===== config.mk =====
export PLATFORM = sky130hd
export DESIGN_NAME = ttx_req_gen
export DESIGN_NICKNAME = d
export VERILOG_FILES = /design/src/rtl/ttx_req_pkg.sv /design/src/rtl/ttx_cfg_regs.sv /design/src/rtl/ttx_line_window.sv /design/src/rtl/ttx_req_proto.sv /design/src/rtl/ttx_req_gen.sv
export SDC_FILE = /design/constraint.sdc
export NUM_CORES = 1
export LEC_CHECK = 0
export BUFFER_PORTS_ARGS = -buffer_cell sky130_fd_sc_hd__buf_2
export CAP_MARGIN = 30
export CORE_MARGIN = 3
export CORE_UTILIZATION = 40
export CTS_BUF_LIST = sky130_fd_sc_hd__clkbuf_16
export DETAILED_ROUTE_END_ITERATION = 7
export SYNTH_ARGS = -nofsm -noshare
export SYNTH_HDL_FRONTEND = slang
export SYNTH_SLANG_ARGS = --single-unit
export TNS_END_PERCENT = 20

===== constraint.sdc =====
create_clock -name clk -period 1.55 [get_ports clk]
set_input_delay 0.465 -clock clk [delete_from_list [all_inputs] [get_ports clk]]
set_output_delay 0.465 -clock clk [all_outputs]
set_load 0.01 [all_outputs]

===== src/rtl/ttx_req_pkg.sv =====
package ttx_req_pkg;

  typedef enum logic [1:0] {
    STD_EURO  = 2'd0,
    STD_NABTS = 2'd1,
    STD_WST60 = 2'd2
  } ttx_std_e;

  function automatic ttx_std_e pick_std(input logic ws60, input logic m525);
    if (ws60)      return STD_WST60;
    else if (m525) return STD_NABTS;
    else           return STD_EURO;
  endfunction

endpackage


===== src/rtl/ttx_cfg_regs.sv =====
module ttx_cfg_regs #(
  parameter int REG_W  = 8,
  parameter int D625_S = 4,
  parameter int D625_E = 22,
  parameter int D525_S = 5,
  parameter int D525_E = 16
) (
  input  logic             clk,
  input  logic             rst_n,
  input  logic             strap_525,
  input  logic             cfg_load,
  input  logic [REG_W-1:0] odd_s_in,
  input  logic [REG_W-1:0] odd_e_in,
  input  logic [REG_W-1:0] even_s_in,
  input  logic [REG_W-1:0] even_e_in,
  output logic [REG_W-1:0] odd_s,
  output logic [REG_W-1:0] odd_e,
  output logic [REG_W-1:0] even_s,
  output logic [REG_W-1:0] even_e
);

  logic             use_def_q, use_def_n;
  logic [REG_W-1:0] os_q, oe_q, es_q, ee_q;
  logic [REG_W-1:0] os_n, oe_n, es_n, ee_n;
  logic [REG_W-1:0] def_s, def_e;

  always_comb begin
    use_def_n = use_def_q;
    os_n = os_q;
    oe_n = oe_q;
    es_n = es_q;
    ee_n = ee_q;
    if (cfg_load) begin
      use_def_n = 1'b0;
      os_n = odd_s_in;
      oe_n = odd_e_in;
      es_n = even_s_in;
      ee_n = even_e_in;
    end
  end

  always_ff @(posedge clk or negedge rst_n) begin
    if (!rst_n) begin
      use_def_q <= 1'b1;
      os_q <= '0;
      oe_q <= '0;
      es_q <= '0;
      ee_q <= '0;
    end else begin
      use_def_q <= use_def_n;
      os_q <= os_n;
      oe_q <= oe_n;
      es_q <= es_n;
      ee_q <= ee_n;
    end
  end

  // Defaults follow the static strap until software loads real values.
  always_comb begin
    def_s  = strap_525 ? REG_W'(D525_S) : REG_W'(D625_S);
    def_e  = strap_525 ? REG_W'(D525_E) : REG_W'(D625_E);
    odd_s  = use_def_q ? def_s : os_q;
    odd_e  = use_def_q ? def_e : oe_q;
    even_s = use_def_q ? def_s : es_q;
    even_e = use_def_q ? def_e : ee_q;
  end

endmodule


===== src/rtl/ttx_line_window.sv =====
module ttx_line_window #(
  parameter int LINE_W    = 10,
  parameter int REG_W     = 8,
  parameter int MASK_W    = 20,
  parameter int MASK_BASE = 5
) (
  input  logic [LINE_W-1:0] line_num,
  input  logic              sys_525,
  input  logic [REG_W-1:0]  start_r,
  input  logic [REG_W-1:0]  end_r,
  input  logic [MASK_W-1:0] line_mask,
  output logic              in_win_c
);

  localparam int EXT_W = ((LINE_W > REG_W) ? LINE_W : REG_W) + 1;

  logic [EXT_W-1:0]  first_l, last_l, line_x;
  logic [MASK_W-1:0] hit_vec;
  logic              in_range, masked;

  // Start and end registers carry different offsets per system.
  always_comb begin
    line_x   = EXT_W'(line_num);
    first_l  = EXT_W'(start_r) + (sys_525 ? EXT_W'(4) : EXT_W'(1));
    last_l   = EXT_W'(end_r)   + (sys_525 ? EXT_W'(3) : EXT_W'(0));
    in_range = (line_x >= first_l) && (line_x <= last_l);
  end

  for (genvar k = 0; k < MASK_W; k++) begin : g_mask
    assign hit_vec[k] = line_mask[k] && (line_num == LINE_W'(MASK_BASE + k));
  end

  assign masked   = |hit_vec;
  assign in_win_c = in_range && !masked;

endmodule


===== src/rtl/ttx_req_proto.sv =====
module ttx_req_proto
  import ttx_req_pkg::*;
#(
  parameter int LINE_W    = 10,
  parameter int CNT_W     = 9,
  parameter int LEN_EURO  = 360,
  parameter int LEN_NABTS = 288,
  parameter int LEN_WST60 = 296
) (
  input  logic              clk,
  input  logic              rst_n,
  input  logic [LINE_W-1:0] line_num,
  input  logic              in_win_c,
  input  logic              bit_en,
  input  logic              old_proto,
  input  logic              ws60_sel,
  input  logic              sys_525,
  output logic              req,
  output logic              in_win
);

  ttx_std_e          std_sel;
  logic [CNT_W-1:0]  burst_len;
  logic [LINE_W-1:0] line_q;
  logic [CNT_W-1:0]  cnt_q, cnt_n;
  logic              req_q, req_n;
  logic              win_q;
  logic              line_chg;

  always_comb begin
    std_sel = pick_std(ws60_sel, sys_525);
    unique case (std_sel)
      STD_NABTS: burst_len = CNT_W'(LEN_NABTS);
      STD_WST60: burst_len = CNT_W'(LEN_WST60);
      default:   burst_len = CNT_W'(LEN_EURO);
    endcase
  end

  always_comb begin
    line_chg = (line_num != line_q);
    cnt_n    = cnt_q;
    if (line_chg) begin
      cnt_n = in_win_c ? burst_len : '0;
    end else if (bit_en && (cnt_q != '0)) begin
      cnt_n = cnt_q - CNT_W'(1);
    end
    req_n = old_proto ? (cnt_n != '0) : (in_win_c && bit_en);
  end

  always_ff @(posedge clk or negedge rst_n) begin
    if (!rst_n) begin
      line_q <= '0;
      cnt_q  <= '0;
      req_q  <= 1'b0;
      win_q  <= 1'b0;
    end else begin
      line_q <= line_num;
      cnt_q  <= cnt_n;
      req_q  <= req_n;
      win_q  <= in_win_c;
    end
  end

  assign req    = req_q;
  assign in_win = win_q;

endmodule


===== src/rtl/ttx_req_gen.sv =====
module ttx_req_gen #(
  parameter int LINE_W    = 10,
  parameter int REG_W     = 8,
  parameter int MASK_W    = 20,
  parameter int MASK_BASE = 5,
  parameter int LEN_EURO  = 360,
  parameter int LEN_NABTS = 288,
  parameter int LEN_WST60 = 296
) (
  input  logic              clk,
  input  logic              rst_n,
  input  logic              strap_525,
  input  logic [LINE_W-1:0] line_num,
  input  logic              field_even,
  input  logic              sys_525,
  input  logic              ws60_sel,
  input  logic              old_proto,
  input  logic              bit_en,
  input  logic              cfg_load,
  input  logic [REG_W-1:0]  odd_start_in,
  input  logic [REG_W-1:0]  odd_end_in,
  input  logic [REG_W-1:0]  even_start_in,
  input  logic [REG_W-1:0]  even_end_in,
  input  logic [MASK_W-1:0] line_mask,
  output logic              req,
  output logic              in_win
);

  localparam int MAX_A   = (LEN_EURO > LEN_NABTS) ? LEN_EURO : LEN_NABTS;
  localparam int MAX_LEN = (MAX_A > LEN_WST60) ? MAX_A : LEN_WST60;
  localparam int CNT_W   = $clog2(MAX_LEN + 1);

  logic             rst_meta, rst_s;
  logic [REG_W-1:0] odd_s, odd_e, even_s, even_e;
  logic [REG_W-1:0] cur_s, cur_e;
  logic             in_win_c;

  // Asserts asynchronously, releases on the second clock edge.
  always_ff @(posedge clk or negedge rst_n) begin
    if (!rst_n) begin
      rst_meta <= 1'b0;
      rst_s    <= 1'b0;
    end else begin
      rst_meta <= 1'b1;
      rst_s    <= rst_meta;
    end
  end

  ttx_cfg_regs #(
    .REG_W(REG_W), .D625_S(4), .D625_E(22), .D525_S(5), .D525_E(16)
  ) u_regs (
    .clk(clk), .rst_n(rst_s), .strap_525(strap_525), .cfg_load(cfg_load),
    .odd_s_in(odd_start_in), .odd_e_in(odd_end_in),
    .even_s_in(even_start_in), .even_e_in(even_end_in),
    .odd_s(odd_s), .odd_e(odd_e), .even_s(even_s), .even_e(even_e)
  );

  assign cur_s = field_even ? even_s : odd_s;
  assign cur_e = field_even ? even_e : odd_e;

  ttx_line_window #(
    .LINE_W(LINE_W), .REG_W(REG_W), .MASK_W(MASK_W), .MASK_BASE(MASK_BASE)
  ) u_win (
    .line_num(line_num), .sys_525(sys_525), .start_r(cur_s), .end_r(cur_e),
    .line_mask(line_mask), .in_win_c(in_win_c)
  );

  ttx_req_proto #(
    .LINE_W(LINE_W), .CNT_W(CNT_W),
    .LEN_EURO(LEN_EURO), .LEN_NABTS(LEN_NABTS), .LEN_WST60(LEN_WST60)
  ) u_proto (
    .clk(clk), .rst_n(rst_s), .line_num(line_num), .in_win_c(in_win_c),
    .bit_en(bit_en), .old_proto(old_proto), .ws60_sel(ws60_sel),
    .sys_525(sys_525), .req(req), .in_win(in_win)
  );

endmodule


-- Yosys cells after proc, flatten, opt, wreduce, memory -nomap -nowiden
Cells that the tools add are included.
W data, S select, Z words.
- equal/unequal tests: 23
- mux-type cells: 17
- $add $sub $neg: 3
- $lt $le $gt $ge: 2
- reductions and logical operators: 28
- operators with widths (operator ; count):
    $eq A10 B5 Y1 const B ; 9
    $eq A10 B4 Y1 const B ; 8
    $mux W8 ; 6
    $eq A10 B3 Y1 const B ; 3
    $mux W9 ; 3
    $logic_and A1 B1 Y1 ; 24
    $add A8 B11 Y11 ; 2
    $reduce_or A20 Y1 ; 1
    $reduce_bool A9 Y1 ; 2
    $pmux W7 S2 ; 1
    $ge A10 B11 Y1 ; 1
    $le A10 B11 Y1 ; 1
    $ne A10 B10 Y1 ; 1
    $sub A9 B1 Y9 const B ; 1
    $mux W3 ; 2
    $mux W2 ; 2
    $mux W1 ; 3
    $eq A2 B1 Y1 const B ; 1
    $eq A2 B2 Y1 const B ; 1
    $logic_not A1 Y1 ; 1
- flip-flop bits (word level): 56
- output and inout port bits: 2
- logic and storage cells: 84

-- Depth between registers and ports, before layout
- depth in word-level cells: 11
- depth in mapped cells: 18
- mapped depth without buffers: 16

-- By module
From an unflattened synthesis, not the netlist that was laid out.
- cells, all modules: 358
- area total of the unflattened synthesis: 3754.9 um^2
- by module, submodules not included (module ; cells an instance ; area each (um^2) ; times used):
    ttx_cfg_regs ; 119 ; 1472.7 ; 1
    ttx_req_proto ; 97 ; 1024.7 ; 1
    ttx_line_window ; 121 ; 954.7 ; 1
    ttx_req_gen ; 21 ; 302.8 ; 1

-- Worst setup path before layout
No wires, ideal clock.
- path type: input to register
- start point: input field_even
- end point: register u_proto.req_q (netlist: u_proto.req)
- stages on the path: 14
- setup slack: -2103 ps
- arrival: 3566 ps
- buffers on the path: 2
- path through: buf_2 buf_1 mux2_2 o21a_1 fa_1 and3_1 nand3_1 xor2_1 ha_1 nand4_1 o41ai_1 o21a_1 nand3_1 o211ai_1
- longest elaborated chain between the ends: 9
- elaborated cells between the ends (all ways): 13
- those cells by class: 2 x add/sub; 2 x order compare; 5 x mux; 4 x reduce/logical
- RTL lines (element ; RTL line ; source):
    start: declaration ; ttx_req_gen.sv:14 ; input logic field_even,
    $mux W8, on equally long branches ; ttx_req_gen.sv:58, ttx_req_gen.sv:59 ;
    $add A8 B11 Y11, on equally long branches ; ttx_line_window.sv:24, ttx_line_window.sv:25 ;
    $ge A10 B11 Y1 / $le A10 B11 Y1 (equally long branches) ; ttx_line_window.sv:26 ; in_range = (line_x >= first_l) && (line_x <= last_l);
    $logic_and A1 B1 Y1 (*) ; ttx_line_window.sv:26 ;
    $logic_and A1 B1 Y1 (*) ; ttx_line_window.sv:34 ; assign in_win_c = in_range && !masked;
    $mux W9 ; ttx_req_proto.sv:43 ; cnt_n = in_win_c ? burst_len : '0;
    $mux W9 ; ttx_req_proto.sv:42 ; if (line_chg) begin
    $reduce_bool A9 Y1 ; ttx_req_proto.sv:47 ; req_n = old_proto ? (cnt_n != '0) : (in_win_c && bit_en);
    $mux W1 (*) ; ttx_req_proto.sv:47 ;
    net u_proto.req_n ; ttx_req_proto.sv:26 ; logic req_q, req_n;
    end signal: assignment ; ttx_req_proto.sv:59 ; req_q <= req_n;
    end: declaration ; ttx_req_proto.sv:26 ;
The timed path passes the listed nets; every way through them passes the cells marked *.
A chain may end at the register's enable or synchronous reset.

-- Worst setup path in the final report
- start point: input field_even
- end point: register u_proto.cnt_q[3]
- longest elaborated chain between the ends: 7
- elaborated cells between the ends (all ways): 10
- those cells by class: 2 x add/sub; 2 x order compare; 4 x mux; 2 x reduce/logical
- RTL lines (element ; RTL line ; source):
    $mux W8, on equally long branches ; ttx_req_gen.sv:58, ttx_req_gen.sv:59 ;
    $add A8 B11 Y11, on equally long branches ; ttx_line_window.sv:24, ttx_line_window.sv:25 ;
    $ge A10 B11 Y1 / $le A10 B11 Y1 (equally long branches) ; ttx_line_window.sv:26 ;
    $logic_and A1 B1 Y1 (*) ; ttx_line_window.sv:26 ;
    $logic_and A1 B1 Y1 (*) ; ttx_line_window.sv:34 ;
    net in_win_c ; ttx_req_gen.sv:36 ; logic in_win_c;
    $mux W9 (*) ; ttx_req_proto.sv:43 ;
    $mux W9 (*) ; ttx_req_proto.sv:42 ;
    net u_proto.cnt_n[3] ; ttx_req_proto.sv:25 ; logic [CNT_W-1:0] cnt_q, cnt_n;
    end signal: assignment ; ttx_req_proto.sv:58 ; cnt_q <= cnt_n;
    end: declaration ; ttx_req_proto.sv:25 ;
Marked as above.

==> impl_results.html <==
<table>
<tr><th>Metric</th><th>Value</th></tr>
<tr><th colspan="2">CTS</th></tr>
<tr><td>Clock tree from TritonCTS</td><td>built</td></tr>
<tr><td>Total number of clock tree sinks</td><td>56</td></tr>
<tr><td>Max clock buf depth</td><td>2</td></tr>
<tr><td>Number of buffers created by CTS</td><td>5</td></tr>
<tr><td>Later-pin clock latency in the skew report</td><td>0.29 ns</td></tr>
<tr><td>Root Buffer Master</td><td>sky130_fd_sc_hd__clkbuf_16</td></tr>
<tr><td>Clock transition at the registers of the reported paths</td><td>0.07 ns</td></tr>
<tr><td>H-tree depth reported by CTS</td><td>2</td></tr>
<tr><th colspan="2">Layout</th></tr>
<tr><td>Area growth from synthesis to layout</td><td>39.9%</td></tr>
<tr><td>Diodes inserted</td><td>0</td></tr>
<tr><td>Fraction of final layout cells sized beyond drive strength 1</td><td>48.5%</td></tr>
<tr><td># nets final</td><td>553</td></tr>
<tr><th colspan="2">Timing</th></tr>
<tr><td>Final Hold Fails</td><td>0</td></tr>
<tr><td>Setup repair after global routing missed its margin</td><td>true</td></tr>
<tr><td>Sum of negative setup slack</td><td>-9.68 ns</td></tr>
<tr><td>Hold slack final</td><td>0.262 ns</td></tr>
<tr><td>Fin worst setup slack</td><td>-1.51 ns</td></tr>
<tr><td>Max Clk Rate</td><td>327 MHz</td></tr>
<tr><td>Final Setup Violations</td><td>11</td></tr>
<tr><td>Worst clock skew</td><td>0.00749 ns</td></tr>
<tr><td>Final-report max-slew violation count</td><td>0</td></tr>
<tr><td>Min cycle time layout</td><td>3.06 ns</td></tr>
<tr><td>Part of the cycle the worst path needs</td><td>197%</td></tr>
<tr><th colspan="2">Floorplanning</th></tr>
<tr><td>Die area</td><td>0.00982 sq mm</td></tr>
<tr><td>Effective utilization at floorplan</td><td>41.8%</td></tr>
<tr><td>Core Box Area</td><td>0.00830 sq mm</td></tr>
<tr><td>Number of standard-cell rows in the floorplan</td><td>33</td></tr>
<tr><td>Count of boundary I/O pins</td><td>73</td></tr>
<tr><td>Floorplan die width</td><td>99.1 um</td></tr>
<tr><td>Vertical extent of the die</td><td>99.1 um</td></tr>
<tr><th colspan="2">Critical path</th></tr>
<tr><td>Setup slack, reg-to-reg</td><td>-1.49 ns</td></tr>
<tr><td>Cell seen most often among critical-path stages</td><td>sky130_fd_sc_hd__ha_4</td></tr>
<tr><td>FF-to-FF Start</td><td>u_regs.use_def_q$_DFFE_PN1P_</td></tr>
<tr><td>CP startpoint</td><td>field_even</td></tr>
<tr><td>Crit-path max FO</td><td>8</td></tr>
<tr><td>Critical path type</td><td>in2reg</td></tr>
<tr><td>Register-to-Register Path Depth</td><td>16</td></tr>
<tr><td>Sort of element at the end of the critical path</td><td>flop</td></tr>
<tr><td>Delay of the slowest cell on the worst path</td><td>0.35 ns</td></tr>
<tr><td>Arrival time at the worst endpoint</td><td>3.29 ns</td></tr>
<tr><td>Startpoint types</td><td>input pin</td></tr>
<tr><td>Critical path endpoint</td><td>u_proto.cnt_q[3]$_DFF_PN0_</td></tr>
<tr><td>Crit path max-delay cell type</td><td>sky130_fd_sc_hd__or3_1</td></tr>
<tr><td>Reg-to-Reg End</td><td>u_proto.cnt_q[3]$_DFF_PN0_</td></tr>
<tr><td>Crit path cell chain</td><td>buf_2 &gt; mux2_4 &gt; o21a_4 &gt; ha_4 &gt; a21o_1 &gt; nand4_1 &gt; or3_1 &gt; nand3b_1 &gt; ha_4 &gt; nand2_2 &gt; o41ai_2 &gt; o21a_1 &gt; nand3_2 &gt; inv_2 &gt; a31o_1</td></tr>
<tr><td>Endpoint required time on the critical path</td><td>1.78 ns</td></tr>
<tr><th colspan="2">Logic synthesis</th></tr>
<tr><td>Number of enable flip-flop cells after synthesis</td><td>0</td></tr>
<tr><td>Share of flip-flops with an asynchronous set or reset</td><td>100%</td></tr>
<tr><td>Top cells by area in the synthesized netlist</td><td>sky130_fd_sc_hd__dfrtp_1, sky130_fd_sc_hd__mux2_2, sky130_fd_sc_hd__ha_1</td></tr>
<tr><td>Synthesized net count</td><td>424</td></tr>
<tr><td>Top-area cell type share of the netlist area</td><td>39.7%</td></tr>
<tr><td>Most area-hungry cell type in the Yosys netlist</td><td>sky130_fd_sc_hd__dfrtp_1</td></tr>
<tr><td>Post-synthesis instance area</td><td>0.00347 sq mm</td></tr>
<tr><td>Seq/Total Area, Yosys</td><td>40.5%</td></tr>
<tr><td>Flops &amp; latches, synth</td><td>56</td></tr>
<tr><td>Main synth FF type</td><td>sky130_fd_sc_hd__dfrtp_1</td></tr>
<tr><td>Unique cell type count in the Yosys netlist</td><td>52</td></tr>
<tr><td>Cell count after synthesis</td><td>328</td></tr>
<tr><td>Syn. warnings</td><td>0</td></tr>
<tr><td>Post-Syn Area per Cell</td><td>10.6 sq um</td></tr>
<tr><th colspan="2">Detailed routing</th></tr>
<tr><td>Post-detailed-route via-to-cell ratio</td><td>5.28</td></tr>
<tr><td>Post-detailed-route DRC marker count</td><td>0</td></tr>
<tr><td>Residual antenna-violating net count after detailed routing</td><td>0</td></tr>
<tr><td>Wirelength per Cell</td><td>15.1 um</td></tr>
<tr><td>Detailed Routing Iterations Pass 1</td><td>4</td></tr>
<tr><td>Initial DRC Count</td><td>52</td></tr>
<tr><td>Via count</td><td>2972</td></tr>
<tr><td>Total length of routed wires</td><td>8480 um</td></tr>
<tr><th colspan="2">Global routing</th></tr>
<tr><td>Number of global-route vias before repair</td><td>2882</td></tr>
<tr><td>Initial antenna violation count</td><td>0</td></tr>
<tr><td>Total congestion overflow</td><td>0</td></tr>
<tr><td>Largest net degree at the start of global routing</td><td>55</td></tr>
<tr><td>Wire length of the first global-routing pass</td><td>13800 um</td></tr>
<tr><td>Combined global-route utilization of all metal layers</td><td>17.1%</td></tr>
<tr><th colspan="2">Pwr</th></tr>
<tr><td>Pint</td><td>0.00287 W</td></tr>
<tr><td>Part of the total power dissipated in the clock network</td><td>27.9%</td></tr>
<tr><td>Switch share</td><td>29.5%</td></tr>
<tr><td>Flop pwr share</td><td>40.3%</td></tr>
<tr><td>Comb pwr share</td><td>31.7%</td></tr>
<tr><td>Total power divided by cell area</td><td>839 mW/mm^2</td></tr>
<tr><td>Leakage power</td><td>2.27 nW</td></tr>
<tr><td>Maximum VDD drop</td><td>0.483 mV</td></tr>
<tr><td>Net load switching power</td><td>0.00120 W</td></tr>
<tr><th colspan="2">Run</th></tr>
<tr><td>MaxCap Viol Count</td><td>0</td></tr>
<tr><th colspan="2">Placed design</th></tr>
<tr><td>Global placer's final weighted congestion</td><td>0.889</td></tr>
<tr><td>Worst setup timing slack at the placement stage</td><td>-1.93 ns</td></tr>
<tr><td>HPWL after DPL</td><td>6510 um</td></tr>
<tr><td># port buffers</td><td>72</td></tr>
<tr><th colspan="2">Outcome</th></tr>
<tr><td>Result of the run</td><td>finished with violations</td></tr>
<tr><td>Violated checks</td><td>setup timing</td></tr>
<tr><th colspan="2">Hold path</th></tr>
<tr><td>Class of the worst hold path</td><td>reg2async</td></tr>
</table>
stage by stage:
stage / power, W / cell area (sq um) / cells / util [%]
4_1_cts: 0.00402 / 4720 / 562 / 56.8
3_5_place_dp: 0.00279 / 4420 / 548 / 53.3
2_1_floorplan: 0.00236 / 3570 / 328 / -
5_1_grt: 0.00432 / 4850 / 563 / 58.5
6_report: 0.00407 / 4850 / 563 / 58.5
3_3_place_gp: 0.00276 / 4420 / 548 / 53.3
cell type report:
type / count / area, sq um
tap: 105 / 131
sequential: 56 / 1400
clock buffer: 5 / 125
inverter: 9 / 33.8
multi-input combinational: 250 / 2260
timing repair buffer: 135 / 872
fill: 706 / 3450
clock inverter: 3 / 22.5
registers in the layout (all words and copies together) (netlist names):
signal	flops
u_regs.ee_q	8
u_regs.os_q	8
u_proto.req	1
u_regs.use_def_q	1
rst_meta	1
u_proto.in_win	1
u_regs.oe_q	8
u_proto.cnt_q	9
u_proto.line_q	10
u_regs.es_q	8
rst_s	1
Yosys cell counts (all sizes together) (2+ instances only):
cell type and n:
dfrtp 55, mux2 38, nor2 30, ha 24, mux2i 18, nand2 16, xor2 14, o21ai 12
clkbuf 10, xnor2 10, inv 9, a21oi 8, nand3 7, nor2b 7, nand4 6, a211oi 5
nor4 5, a211o 4, a31oi 4, nor4b 4, or4 4, buf 3, o21a 3, or3 3
a2111oi 2, a31o 2, a32oi 2, nand2b 2, nand3b 2, nor3 2
worst min path at each step:
stage,from,end,depth (start not counted)
after floorplan,rst_n,rst_meta$_DFF_PN0_,0
after global placement,rst_n,rst_meta$_DFF_PN0_,1
after detailed placement,rst_n,rst_meta$_DFF_PN0_,1
after CTS,rst_s$_DFF_PN0_,u_regs.os_q[4]$_DFFE_PN0P_,1
after global routing,rst_s$_DFF_PN0_,u_regs.es_q[6]$_DFFE_PN0P_,1
final,rst_s$_DFF_PN0_,u_regs.os_q[4]$_DFFE_PN0P_,1
timing repair:
| action | CTS | global route |
|---|---|---|
| hold buffers | 1 | 0 |
| setup buffers | 5 | 1 |
| setup endpoints to repair | 11 | 11 |
| pin swaps | 20 | 13 |
| gates resized for setup | 19 | 22 |
| endpoints found under the hold margin | 2 | 0 |
power groups by stage:
stage,Combinational [W],Sequential (W),Clock [W]
floorplan,0.000676,0.00168,0
global placement,0.00110,0.00167,0
detailed placement,0.00112,0.00167,0
CTS,0.00120,0.00164,0.00118
global route,0.00142,0.00166,0.00124
finish,0.00129,0.00164,0.00114
worst max-delay path: cells and delay by family:
kind                       cells  cell delay [ns]
AOI/OAI and AO/OA              5             0.98
adders and majority gates      2             0.40
buffers and inverters          2             0.27
muxes                          1             0.33
and+or+nand+nor                5             0.85
cell usage in the layout (no fill, tap or decap), types with 6 or more instances in the layout:
cell type	count
sky130_fd_sc_hd__buf_2	72
sky130_fd_sc_hd__xor2_1	14
sky130_fd_sc_hd__nor2b_1	7
sky130_fd_sc_hd__o21ai_1	7
sky130_fd_sc_hd__ha_1	16
sky130_fd_sc_hd__buf_4	57
sky130_fd_sc_hd__dfrtp_1	54
sky130_fd_sc_hd__nand2_1	14
sky130_fd_sc_hd__mux2i_1	18
sky130_fd_sc_hd__xnor2_1	6
sky130_fd_sc_hd__inv_1	6
sky130_fd_sc_hd__a21oi_1	6
sky130_fd_sc_hd__mux2_2	35
sky130_fd_sc_hd__nor2_1	30
sky130_fd_sc_hd__nand4_1	6
sky130_fd_sc_hd__ha_4	6
kinds of logic (layout without fill, tap and decap cells):
family	Yosys count	count (layout)	synth area share (%)
compound gates	50	50	9.74
xor+xnor	24	24	6.06
fa+ha+maj	25	25	9.24
buf+inv	22	152	2.45
flops	56	56	40.5
mux	56	56	17.5
other cells	1	1	0.108
simple gates	94	94	14.4
routing by layer:
layer | vias up | track usage [%] | share of wire [%]
met5 | - | 0 | 0
met4 | 0 | 2.94 | 0.60
met3 | 4 | 3.58 | 5.7
met2 | 78 | 27.5 | 47
met1 | 1427 | 24.3 | 47
li1 | 1463 | - | -
No activity file was read; power rests on OpenSTA's default activity.
